===== config.mk =====
export PLATFORM = sky130hd
export DESIGN_NAME = serial_shift_unit
export DESIGN_NICKNAME = d
export VERILOG_FILES = /design/src/rtl/sru_pkg.sv /design/src/rtl/sru_sync.sv /design/src/rtl/sru_core.sv /design/src/rtl/sru_intc.sv /design/src/rtl/serial_shift_unit.sv
export SDC_FILE = /design/constraint.sdc
export NUM_CORES = 1
export LEC_CHECK = 0
export BUFFER_PORTS_ARGS = -buffer_cell sky130_fd_sc_hd__buf_2
export CAP_MARGIN = 20
export CELL_PAD_IN_SITES_DETAIL_PLACEMENT = 1
export CELL_PAD_IN_SITES_GLOBAL_PLACEMENT = 1
export CORE_MARGIN = 10
export CORE_UTILIZATION = 44
export DETAILED_ROUTE_END_ITERATION = 16
export HOLD_SLACK_MARGIN = 0.06
export PLACE_DENSITY_LB_ADDON = 0.25
export SYNTH_ARGS = -nofsm -noshare
export SYNTH_HDL_FRONTEND = slang
export SYNTH_SLANG_ARGS = --single-unit

===== constraint.sdc =====
create_clock -name clk -period 1.89 [get_ports clk]
set_clock_uncertainty 0.1 [all_clocks]
set_input_delay 0.0945 -clock clk [delete_from_list [all_inputs] [get_ports clk]]
set_output_delay 0.0945 -clock clk [all_outputs]
set_load 0.05 [all_outputs]

===== src/rtl/sru_pkg.sv =====
package sru_pkg;
  localparam int REG_W = 8;
  localparam int CNT_W = $clog2(REG_W);
  localparam int FLAG_W = REG_W - 1;

  localparam logic [1:0] ADDR_DATA = 2'd0;
  localparam logic [1:0] ADDR_CTRL = 2'd1;
  localparam logic [1:0] ADDR_FLAG = 2'd2;
  localparam logic [1:0] ADDR_ENAB = 2'd3;

  localparam int MODE_LSB = 2;
  localparam logic [2:0] MODE_IN_EXT  = 3'b011;
  localparam logic [2:0] MODE_OUT_SYS = 3'b110;

  localparam int FLAG_DONE = 2;
  localparam int FLAG_EDGE = 4;
endpackage


===== src/rtl/sru_sync.sv =====
module sru_sync #(
  parameter int WIDTH = 2,
  parameter int STAGES = 2,
  parameter logic [WIDTH-1:0] INIT = '0
) (
  input  logic             clk,
  input  logic             rst,
  input  logic [WIDTH-1:0] d,
  output logic [WIDTH-1:0] q
);
  logic [WIDTH-1:0] chain [STAGES];

  genvar s;
  generate
    for (s = 0; s < STAGES; s++) begin : g_stage
      if (s == 0) begin : g_first
        always_ff @(posedge clk) begin
          if (rst) chain[0] <= INIT;
          else     chain[0] <= d;
        end
      end else begin : g_next
        always_ff @(posedge clk) begin
          if (rst) chain[s] <= INIT;
          else     chain[s] <= chain[s-1];
        end
      end
    end
  endgenerate

  assign q = chain[STAGES-1];
endmodule


===== src/rtl/sru_core.sv =====
module sru_core
  import sru_pkg::*;
(
  input  logic             clk,
  input  logic             rst,
  input  logic [2:0]       mode,
  input  logic             sr_load,
  input  logic             sr_touch,
  input  logic             ctrl_wr,
  input  logic [REG_W-1:0] load_data,
  input  logic             clk_s,
  input  logic             din_s,
  output logic [REG_W-1:0] sr_q,
  output logic             sclk_q,
  output logic             sdat_q,
  output logic             done_set,
  output logic             edge_set
);
  logic             clk_prev;
  logic             rise;
  logic             active;
  logic             in_full;
  logic [CNT_W-1:0] bitcnt;
  localparam logic [CNT_W-1:0] LAST = CNT_W'(REG_W - 1);

  assign rise     = clk_s & ~clk_prev;
  assign edge_set = rise && (mode != MODE_OUT_SYS);

  always_ff @(posedge clk) begin
    if (rst) begin
      clk_prev <= 1'b1;
      sr_q     <= '0;
      sclk_q   <= 1'b1;
      sdat_q   <= 1'b1;
      active   <= 1'b0;
      in_full  <= 1'b0;
      bitcnt   <= '0;
      done_set <= 1'b0;
    end else begin
      clk_prev <= clk_s;
      done_set <= 1'b0;
      if (sr_touch || ctrl_wr) begin
        bitcnt  <= '0;
        in_full <= 1'b0;
      end
      if (sr_load) begin
        if (mode == MODE_OUT_SYS) begin
          sr_q   <= {load_data[REG_W-2:0], load_data[REG_W-1]};
          sdat_q <= load_data[REG_W-1];
          sclk_q <= 1'b0;
          active <= 1'b1;
        end else begin
          sr_q <= load_data;
        end
      end else begin
        case (mode)
          MODE_OUT_SYS: begin
            if (active) begin
              sclk_q <= ~sclk_q;
              if (sclk_q) begin
                sdat_q <= sr_q[REG_W-1];
                sr_q   <= {sr_q[REG_W-2:0], sr_q[REG_W-1]};
                bitcnt <= bitcnt + 1'b1;
              end else if (bitcnt == LAST) begin
                active   <= 1'b0;
                done_set <= 1'b1;
              end
            end
          end
          MODE_IN_EXT: begin
            active <= 1'b0;
            sclk_q <= 1'b1;
            if (rise && !in_full && !sr_touch && !ctrl_wr) begin
              sr_q   <= {sr_q[REG_W-2:0], din_s};
              bitcnt <= bitcnt + 1'b1;
              if (bitcnt == LAST) begin
                in_full  <= 1'b1;
                done_set <= 1'b1;
              end
            end
          end
          default: begin
            active <= 1'b0;
            sclk_q <= 1'b1;
          end
        endcase
      end
    end
  end
endmodule


===== src/rtl/sru_intc.sv =====
module sru_intc
  import sru_pkg::*;
(
  input  logic              clk,
  input  logic              rst,
  input  logic              wr_flag,
  input  logic              wr_enab,
  input  logic [REG_W-1:0]  wdata,
  input  logic              done_set,
  input  logic              done_clr,
  input  logic              edge_set,
  output logic [FLAG_W-1:0] flag_q,
  output logic [FLAG_W-1:0] en_q,
  output logic              irq_q
);
  logic [FLAG_W-1:0] flag_d;

  always_comb begin
    flag_d = flag_q;
    if (wr_flag)  flag_d = flag_d & ~wdata[FLAG_W-1:0];
    if (done_clr) flag_d[FLAG_DONE] = 1'b0;
    if (done_set) flag_d[FLAG_DONE] = 1'b1;
    if (edge_set) flag_d[FLAG_EDGE] = 1'b1;
  end

  always_ff @(posedge clk) begin
    if (rst) begin
      flag_q <= '0;
      en_q   <= '0;
      irq_q  <= 1'b0;
    end else begin
      flag_q <= flag_d;
      if (wr_enab) begin
        if (wdata[REG_W-1]) en_q <= en_q | wdata[FLAG_W-1:0];
        else                en_q <= en_q & ~wdata[FLAG_W-1:0];
      end
      irq_q <= |(flag_q & en_q);
    end
  end
endmodule


===== src/rtl/serial_shift_unit.sv =====
module serial_shift_unit
  import sru_pkg::*;
#(
  parameter int SYNC_STAGES = 2
) (
  input  logic             clk,
  input  logic             rst,
  input  logic [1:0]       reg_addr,
  input  logic             reg_wr,
  input  logic             reg_rd,
  input  logic [REG_W-1:0] reg_wdata,
  output logic [REG_W-1:0] reg_rdata,
  input  logic             sclk_in,
  input  logic             sdat_in,
  output logic             sclk_out,
  output logic             sclk_oe,
  output logic             sdat_out,
  output logic             sdat_oe,
  output logic             irq
);
  logic [REG_W-1:0]  ctrl_q;
  logic [2:0]        mode;
  logic [1:0]        pins_s;
  logic [REG_W-1:0]  sr_w;
  logic [FLAG_W-1:0] flag_w;
  logic [FLAG_W-1:0] en_w;
  logic              done_set, edge_set;
  logic              sr_wr, sr_rd, ctrl_wr;

  assign sr_wr   = reg_wr && (reg_addr == ADDR_DATA);
  assign sr_rd   = reg_rd && (reg_addr == ADDR_DATA);
  assign ctrl_wr = reg_wr && (reg_addr == ADDR_CTRL);
  assign mode    = ctrl_q[MODE_LSB +: 3];

  always_ff @(posedge clk) begin
    if (rst)          ctrl_q <= '0;
    else if (ctrl_wr) ctrl_q <= reg_wdata;
  end

  sru_sync #(.WIDTH(2), .STAGES(SYNC_STAGES), .INIT(2'b11)) u_sync (
    .clk(clk), .rst(rst), .d({sclk_in, sdat_in}), .q(pins_s)
  );

  sru_core u_core (
    .clk(clk), .rst(rst), .mode(mode),
    .sr_load(sr_wr), .sr_touch(sr_wr || sr_rd), .ctrl_wr(ctrl_wr),
    .load_data(reg_wdata), .clk_s(pins_s[1]), .din_s(pins_s[0]),
    .sr_q(sr_w), .sclk_q(sclk_out), .sdat_q(sdat_out),
    .done_set(done_set), .edge_set(edge_set)
  );

  sru_intc u_intc (
    .clk(clk), .rst(rst),
    .wr_flag(reg_wr && (reg_addr == ADDR_FLAG)),
    .wr_enab(reg_wr && (reg_addr == ADDR_ENAB)),
    .wdata(reg_wdata), .done_set(done_set),
    .done_clr(sr_wr || sr_rd || ctrl_wr), .edge_set(edge_set),
    .flag_q(flag_w), .en_q(en_w), .irq_q(irq)
  );

  assign sclk_oe = (mode == MODE_OUT_SYS);
  assign sdat_oe = (mode == MODE_OUT_SYS);

  always_ff @(posedge clk) begin
    if (rst) begin
      reg_rdata <= '0;
    end else if (reg_rd) begin
      case (reg_addr)
        ADDR_DATA: reg_rdata <= sr_w;
        ADDR_CTRL: reg_rdata <= ctrl_q;
        ADDR_FLAG: reg_rdata <= {irq, flag_w};
        default:   reg_rdata <= {1'b0, en_w};
      endcase
    end
  end
endmodule


==> impl_metrics.py, run 1 <==
metrics = {
    "final_layout": {
        "nets": 313,
        "diodes": 0,
        "drive_gt1_share_pct": 24.57,
        "area_delta_synth_final_pct": 15.30,
    },
    "run": {
        "drv_cap": 0,
    },
    "synth": {
        "async_flop_share_pct": 0,
        "synth_cell_types": 42,
        "syn_area_per_cell_um2": 9.521,
        "synth.top_cell.area_share_pct": 42.71,
        "synth-seq-area-share_pct": 42.71,
        "synth_seq_cells": 52,
        "yosys-top-cells-area": "dfxtp_1, mux2i_1, mux4_2",
        "synth_edf_count": 0,
        "ys.flop_type": "dfxtp_1",
        "synth_cells": 256,
        "netlist_area_um2": 2437,
        "yosysWarnings": 0,
        "synth_area_leader_cell": "dfxtp_1",
        "syn-num-nets": 274,
    },
    "cts": {
        "numCtsBuffers": 5,
        "cts-root-buf": "clkbuf_8",
        "htreeDepth": 2,
        "postCtsSetupBuffers": 0,
        "cts_num_sinks": 52,
        "insertion_delay_ns": 0.30,
        "cts.path.max_buffers": 2,
        "cts_tree": "yes",
        "clkTransAtPathRegs_ns": 0.09,
    },
    "floorplan": {
        "start_util_pct": 44.81,
        "fp.dieH_um": 94.43,
        "die_x_um": 94.43,
        "placeableCoreArea_um2": 5439,
        "rows": 27,
        "ios": 29,
        "die-area_um2": 8916,
    },
    "critical_path": {
        "worstPathRequired_ns": 2.03,
        "cp-start-kind": "flip-flop",
        "critical_path_class": "reg2reg",
        "cp_max_fo": 13,
        "crit_path_end_kind": "flip-flop",
        "cp.arrival_ns": 1.83,
        "rr_worst_depth": 5,
    },
    "grt": {
        "grt_start_max_net_pins": 37,
        "antenna_found_initial": 0,
        "grt_pass1_vias": 2052,
        "gr-total-overflow": 0,
        "grt_pass1_wl_um": 10700,
        "groute.usage.overall_pct": 15.16,
    },
    "drt": {
        "detail_route.vias_per_cell": 5.425,
        "wl_um": 6370,
        "postRouteAntennaNets": 0,
        "drt_first_pass_iters": 4,
        "route.vias.total": 1980,
        "wl_per_cell_um": 17.45,
        "drt_iter0_drc": 80,
        "drcViolationCount": 0,
    },
    "placement": {
        "place_congestion": 0.8482,
        "dp_hpwl_um": 4683,
        "io_buffer_count": 28,
    },
    "power": {
        "power_density_nw_per_um2": 692.9,
        "peakVddDrop_v": 0.0003499,
        "p_leak_nw": 1.222,
    },
    "timing": {
        "fin_crit_sh_pct": 89.68,
        "rsz0062_at_grt": "no",
        "slew_violations": 0,
        "fmax_ghz": 0.5900,
        "max_slew_margin_pct": 63.63,
        "hold_viol": 0,
        "setup_violations": 0,
        "hold_slack_ns": 0.08613,
        "worstMarginPinSlew_ns": 0.5455,
        "tns_ns": 0,
        "min_period_ns": 1.695,
    },
    "min_path": {
        "min_path_cells": 3,
        "hp-class": "in2reg",
    },
    "status": {
        "outcome": "finished clean",
    },
}
through the flow:
step                std cells  utilization [%]  area (µm²)  power [mW]  setup WS, ns
floorplan                 256                -        2437       1.299        0.1466
global placement          350            48.56        2641       1.371        0.2024
detailed placement        350            48.56        2641       1.375        0.1679
CTS                       365            51.67        2810       1.966        0.1593
global route              365            51.67        2810       2.035      0.008121
finish                    365            51.67        2810       1.947        0.1951
layout make-up:
| cell class | instances | area (µm²) |
|---|---|---|
| clock buffer | 5 | 68.82 |
| fill | 639 | 2629 |
| inverter | 4 | 15.01 |
| multi-input combinational | 182 | 1252 |
| sequential | 52 | 1041 |
| tap | 72 | 90.09 |
| timing repair buffer | 50 | 342.8 |
routing by layer:
metal	track usage (%)	wire (µm)	vias to the layer above
li1	-	-	969
met4	5.190	89	0
met2	23.63	3051	34
met5	0	0	-
met1	19.76	2868	968
met3	4.044	360	9
synthesized netlist by cell type, types with 4 or more instances:
master / n
dfxtp_1: 52
nand2_1: 36
a21oi_1: 28
mux2i_1: 25
nor2_1: 23
nand3_1: 9
mux4_2: 7
clkbuf_1: 6
nand2b_1: 6
a31o_2: 5
or2_2: 5
buf_6: 4
o21ai_0: 4
where the power goes:
part | leakage [nW] | internal, mW | switching, mW
Clock | 0.0359 | 0.240 | 0.343
Sequential | 0.422 | 1.12 | 0.0198
Combinational | 0.764 | 0.0990 | 0.125
placed cells by master, fill, tap and decap left out, types with 2 or more instances in the layout:
| master | instances |
|---|---|
| a21oi_1 | 28 |
| a221oi_1 | 2 |
| a22oi_1 | 2 |
| a31o_2 | 5 |
| a31oi_1 | 2 |
| and2_2 | 2 |
| and3_1 | 2 |
| buf_2 | 28 |
| buf_4 | 11 |
| clkbuf_8 | 5 |
| dfxtp_1 | 52 |
| dlygate4sd3_1 | 10 |
| ha_1 | 2 |
| inv_1 | 3 |
| mux2i_1 | 25 |
| mux4_2 | 7 |
| nand2_1 | 36 |
| nand2b_1 | 6 |
| nand2b_2 | 2 |
| nand3_1 | 9 |
| nand3b_1 | 3 |
| nor2_1 | 23 |
| nor3_1 | 3 |
| o21ai_0 | 4 |
| or2_2 | 5 |
logic make-up after synthesis:
kind of cell | after synthesis | synth area share (%)
and+or+nand+nor | 97 | 19.71
DFF | 52 | 42.71
AOI/OAI and AO/OA | 50 | 13.45
muxes | 33 | 17.20
buffers and inverters | 22 | 5.903
adders and majority gates | 2 | 1.027
worst max-delay path, cell delays in order, from the launching register on:
cell and delay (ns):
dfxtp_1 0.37, nand3b_1 0.21, nor3_4 0.08, a21oi_4 0.37, mux2_2 0.39, nor3_1 0.12
final timing paths:
path / from / end / slack (ns)
hold reg to reg: u_sync.chain[0][0] / u_sync.chain[1][0] / 0.32
setup / recovery: ctrl_q[4] / u_core.bitcnt[0] / 0.20
hold / removal: reg_wdata[7] / flip-flop / 0.09
setup reg to reg: ctrl_q[4] / u_core.bitcnt[0] / 0.20
repair_timing:
action,in CTS,in global routing
endpoints found under the hold margin,22,0
setup endpoints to repair,0,1
hold buffers,10,0
gates resized for setup,0,0
Note: power is estimated with default switching activity, not from simulation.
==> run 2: changes to the inputs <==
--- a/config.mk
+++ b/config.mk
@@ -9,6 +9,7 @@
 export CAP_MARGIN = 20
 export CELL_PAD_IN_SITES_DETAIL_PLACEMENT = 1
 export CELL_PAD_IN_SITES_GLOBAL_PLACEMENT = 1
+export CORE_ASPECT_RATIO = 0.9
 export CORE_MARGIN = 10
 export CORE_UTILIZATION = 44
 export DETAILED_ROUTE_END_ITERATION = 16
==> impl_metrics.py, run 2 (synthesized netlist as in run 1, its figures left out) <==
metrics = {
    "drt": {
        "wl_um": 6478,
        "wl_per_cell_um": 17.94,
        "drt_iter0_drc": 71,
        "route.vias.total": 2043,
        "drt_first_pass_iters": 4,
        "postRouteAntennaNets": 0,
        "detail_route.vias_per_cell": 5.659,
        "drcViolationCount": 0,
    },
    "cts": {
        "numCtsBuffers": 5,
        "cts.path.max_buffers": 2,
        "cts-root-buf": "clkbuf_8",
        "cts_tree": "yes",
        "htreeDepth": 2,
        "clkTransAtPathRegs_ns": 0.10,
        "cts_num_sinks": 52,
        "insertion_delay_ns": 0.31,
    },
    "timing": {
        "finalWorstSetupSlack_ns": 0.1376,
        "fmax_ghz": 0.5707,
        "tns_ns": 0,
        "setup_violations": 0,
        "fin_crit_sh_pct": 92.72,
        "rsz0062_at_grt": "no",
        "hold_viol": 0,
        "min_period_ns": 1.752,
        "worstMarginPinSlew_ns": 0.8858,
        "max_slew_margin_pct": 40.95,
        "slew_violations": 0,
    },
    "power": {
        "switching_share_pct": 24.79,
        "p_leak_nw": 1.230,
        "power_mw": 2.144,
        "p_seq_share_pct": 53.2,
        "clockPowerShare_pct": 36.7,
        "p_sw_uw": 531.4,
        "peakVddDrop_v": 0.0004552,
        "power_density_nw_per_um2": 759.1,
        "intPower_mw": 1.612,
        "combPwrFrac_pct": 10.1,
    },
    "final_layout": {
        "diodes": 0,
        "nets": 311,
        "drive_gt1_share_pct": 25.85,
        "fillCellCount": 658,
        "area_delta_synth_final_pct": 15.86,
        "final_area_um2": 2824,
        "final_common_cell": "dfxtp_1",
        "final_cell_mix": "dfxtp_1, nand2_1, a21oi_1, buf_2, mux2i_1",
    },
    "floorplan": {
        "fp.dieH_um": 90.61,
        "placeableCoreArea_um2": 5318,
        "start_util_pct": 45.84,
        "die-area_um2": 8921,
        "ios": 29,
        "rows": 25,
        "die_x_um": 98.46,
    },
    "status": {
        "outcome": "finished clean",
    },
    "critical_path": {
        "cp-start-kind": "flip-flop",
        "cp.arrival_ns": 1.88,
        "crit_path_end_kind": "flip-flop",
        "worstPathRequired_ns": 2.02,
        "critical_path_class": "reg2reg",
        "cp_max_fo": 14,
    },
    "grt": {
        "gr-total-overflow": 0,
        "grt_pass1_vias": 2050,
        "antenna_found_initial": 0,
        "groute.usage.overall_pct": 14.67,
        "grt_start_max_net_pins": 52,
        "grt_pass1_wl_um": 10900,
    },
    "placement": {
        "place_ws_ns": 0.08910,
        "placed_area_um2": 2592,
        "io_buffer_count": 28,
        "place_congestion": 0.8169,
        "dp_hpwl_um": 4538,
    },
    "run": {
        "drv_cap": 0,
    },
    "min_path": {
        "hp-class": "in2reg",
    },
}
## run 2: per-stage QoR
step	utilization [%]	hold WS, ns	cells
3_5_place_dp	48.75	0.1859	341
4_1_cts	52.64	0.06358	358
2_1_floorplan	-	0.08215	256
3_3_place_gp	48.75	0.1766	341
5_1_grt	53.11	0.07826	361
6_report	53.11	0.06723	361
## run 2: layer usage
metal / global-route usage (%) / wire length [µm] / vias to the layer above / part of all wire (%)
li1: - / - / 969 / -
met1: 19.18 / 3099 / 1026 / 48
met2: 23.64 / 3060 / 40 / 47
met3: 3.290 / 255 / 8 / 3.9
met4: 3.699 / 63 / 0 / 0.97
met5: 0 / 0 / - / 0
## run 2: path summary, 6_finish.rpt
| path | startpoint | to | slack [ns] | depth (start not counted) |
|---|---|---|---|---|
| max reg2reg | ctrl_q[4] | u_core.bitcnt[0] | 0.14 | 5 |
| max | ctrl_q[4] | u_core.bitcnt[0] | 0.14 | 5 |
| min reg2reg | u_sync.chain[0][1] | u_sync.chain[1][1] | 0.33 | 1 |
| min | reg_wdata[7] | flip-flop | 0.07 | 3 |
## run 2: layout make-up
type                    count  area [µm²]  share of cell area, %
multi-input cells         182        1252                  44.35
inverters                   4       15.01                 0.5317
clock buffers               5       68.82                  2.437
well taps                  67       83.83                  2.969
clock inverters             3       47.55                  1.684
repair buffers             48       312.8                  11.08
flip-flops and latches     52        1044                  36.95
## run 2: critical path: stages (launching register included)
cell      delay [ns]
dfxtp_2         0.36
nand3b_1        0.20
nor3_4          0.08
a21oi_4         0.41
mux2_2          0.39
nor3_1          0.12
## run 2: timing repair
action | in CTS | in global routing
setup endpoints to repair | 0 | 2
hold buffers | 9 | 0
resized for setup | 0 | 2
buffers inserted | 0 | 3
endpoints found under the hold margin | 22 | 0
## run 2: power groups by stage
stage / Combinational [mW] / Clock (mW) / Sequential (mW)
after floorplan: 0.129 / 0 / 1.17
after global placement: 0.198 / 0 / 1.16
after detailed placement: 0.201 / 0 / 1.16
after CTS: 0.216 / 0.801 / 1.14
after global routing: 0.237 / 0.850 / 1.14
final: 0.216 / 0.787 / 1.14
==> run 3: changes to the inputs <==
--- a/config.mk
+++ b/config.mk
@@ -14,7 +14,7 @@
 export CORE_UTILIZATION = 44
 export DETAILED_ROUTE_END_ITERATION = 16
 export HOLD_SLACK_MARGIN = 0.06
-export PLACE_DENSITY_LB_ADDON = 0.25
+export PLACE_DENSITY = 0.8
 export SYNTH_ARGS = -nofsm -noshare
 export SYNTH_HDL_FRONTEND = slang
 export SYNTH_SLANG_ARGS = --single-unit
==> impl_metrics.py, run 3 (synthesized netlist as in run 1, its figures left out) <==
metrics = {
    "status": {
        "outcome": "finished clean",
    },
    "critical_path": {
        "crit_path_start": "ctrl_q[2]",
        "worstPathRequired_ns": 2.02,
        "critical_path_class": "reg2reg",
        "crit_path_end_kind": "flip-flop",
        "rr_worst_depth": 5,
        "slowest_stage": "dfxtp_1",
        "cp-start-kind": "flip-flop",
        "r2r-start": "ctrl_q[2]",
        "cp_max_fo": 5,
        "rr_endpoint": "u_core.sr_q[0]",
        "cp.arrival_ns": 1.96,
        "max_stage_delay_ns": 0.44,
        "ff2ff_setup_slack_ns": 0.07,
        "path_cells": "nand3b_1 -> nor3_4 -> a21oi_2 -> a221o_1 -> a21oi_1",
    },
    "final_layout": {
        "final_area_um2": 2835,
        "final_common_cell": "dfxtp_1",
        "register_area_um2": 1041,
        "diodes": 0,
        "final_cell_mix": "dfxtp_1, nand2_1, a21oi_1, buf_2, mux2i_1",
        "fillCellCount": 628,
        "area_delta_synth_final_pct": 16.32,
        "finalNonFillerCells": 363,
        "fin_util_pct": 53.32,
        "nets": 314,
        "drive_gt1_share_pct": 26.35,
        "multi_input_area_um2": 1269,
    },
    "grt": {
        "grt_start_max_net_pins": 52,
        "groute.usage.overall_pct": 15.19,
        "grt_pass1_wl_um": 11220,
        "antenna_found_initial": 0,
        "gr-total-overflow": 0,
        "grt_pass1_vias": 2113,
    },
    "timing": {
        "min_period_ns": 1.825,
        "tns_ns": 0,
        "fmax_ghz": 0.5480,
        "hold_viol": 0,
        "max_slew_margin_pct": 38.67,
        "hold_slack_ns": 0.08444,
        "fin_crit_sh_pct": 96.56,
        "setup_violations": 0,
        "worstMarginPinSlew_ns": 0.9200,
        "finalWorstSetupSlack_ns": 0.06511,
        "slew_violations": 0,
    },
    "cts": {
        "cts-root-buf": "clkbuf_8",
        "cts_tree": "yes",
        "clkTransAtPathRegs_ns": 0.10,
        "htreeDepth": 2,
        "numCtsBuffers": 5,
        "insertion_delay_ns": 0.31,
        "cts.path.max_buffers": 2,
        "cts_num_sinks": 52,
    },
    "drt": {
        "postRouteAntennaNets": 0,
        "route.vias.total": 2059,
        "drt_first_pass_iters": 4,
        "drt_iter0_drc": 148,
        "wl_um": 6913,
        "drcViolationCount": 0,
        "detail_route.vias_per_cell": 5.672,
        "wl_per_cell_um": 19.04,
    },
    "placement": {
        "place_ws_ns": 0.04016,
        "io_buffer_count": 28,
        "dp_hpwl_um": 4633,
        "placed_area_um2": 2592,
        "place_congestion": 0.7955,
        "placed_cells": 341,
    },
    "floorplan": {
        "start_util_pct": 45.84,
        "ios": 29,
        "placeableCoreArea_um2": 5318,
        "die_x_um": 98.46,
        "fp.dieH_um": 90.61,
        "die-area_um2": 8921,
        "rows": 25,
    },
    "min_path": {
        "hp-class": "in2reg",
        "min_path_cells": 3,
        "worstHoldStart": "reg_wdata[7]",
    },
    "power": {
        "power_density_nw_per_um2": 727.2,
        "switching_share_pct": 25.32,
        "combPwrFrac_pct": 10.6,
        "power_mw": 2.062,
        "p_seq_share_pct": 55.3,
        "p_leak_nw": 1.237,
        "intPower_mw": 1.540,
        "p_sw_uw": 522.0,
        "peakVddDrop_v": 0.0004798,
        "clockPowerShare_pct": 34.1,
    },
    "run": {
        "drv_cap": 0,
    },
}
## run 3: changes by cell type in the layout (fill, tap and decap cells not counted), sizes merged
cell / delta
a21oi: +1
inv: +1
bufinv: -1
clkinv: -3
buf: +2
clkbuf: +2
## run 3: how the worst max path moves through the flow
stage | endpoint | cells past startpoint | slack, ns
finish | u_core.sr_q[0] | 5 | 0.07
global route | u_core.sr_q[0] | 5 | -0.03
floorplan | u_core.sdat_q | 5 | 0.15
detailed placement | u_core.sr_q[2] | 6 | 0.04
CTS | u_core.sr_q[2] | 6 | 0.006
global placement | u_core.sr_q[6] | 6 | 0.20
## run 3: critical path: cells and delay by family, from the launching register on
kind               cells  cell delay (ns)
AOI/OAI and AO/OA      3             0.70
and+or+nand+nor        2             0.50
DFF                    1             0.44
## run 3: timing repair
action                                  CTS  global route
endpoints found under the setup margin    1             9
hold endpoints to repair                 19             0
gates resized for setup                   1             3
pin swaps                                 0             1
cloned                                    0             1
hold buffers                              9             0
buffers inserted                          0             5
## run 3: layer usage
layer	part of all wire [%]	track usage, %	vias up
met5	0	0	-
met4	1.3	4.177	0
met3	4.8	3.520	9
met2	49	25.11	43
met1	45	19.14	1024
li1	-	-	983
## run 3: power by group through the flow
stage	Sequential [mW]	Combinational (mW)	Clock, mW
after floorplan	1.17	0.129	0
after global placement	1.16	0.195	0
after detailed placement	1.17	0.199	0
after CTS	1.14	0.216	0.702
after global routing	1.14	0.238	0.751
final	1.14	0.219	0.702
## run 3: layout make-up
cell class,count,share of cell area (%)
clock buffer,7,3.398
timing repair buffer,50,11.56
sequential,52,36.72
inverter,4,0.6178
multi-input combinational,183,44.75
tap,67,2.957
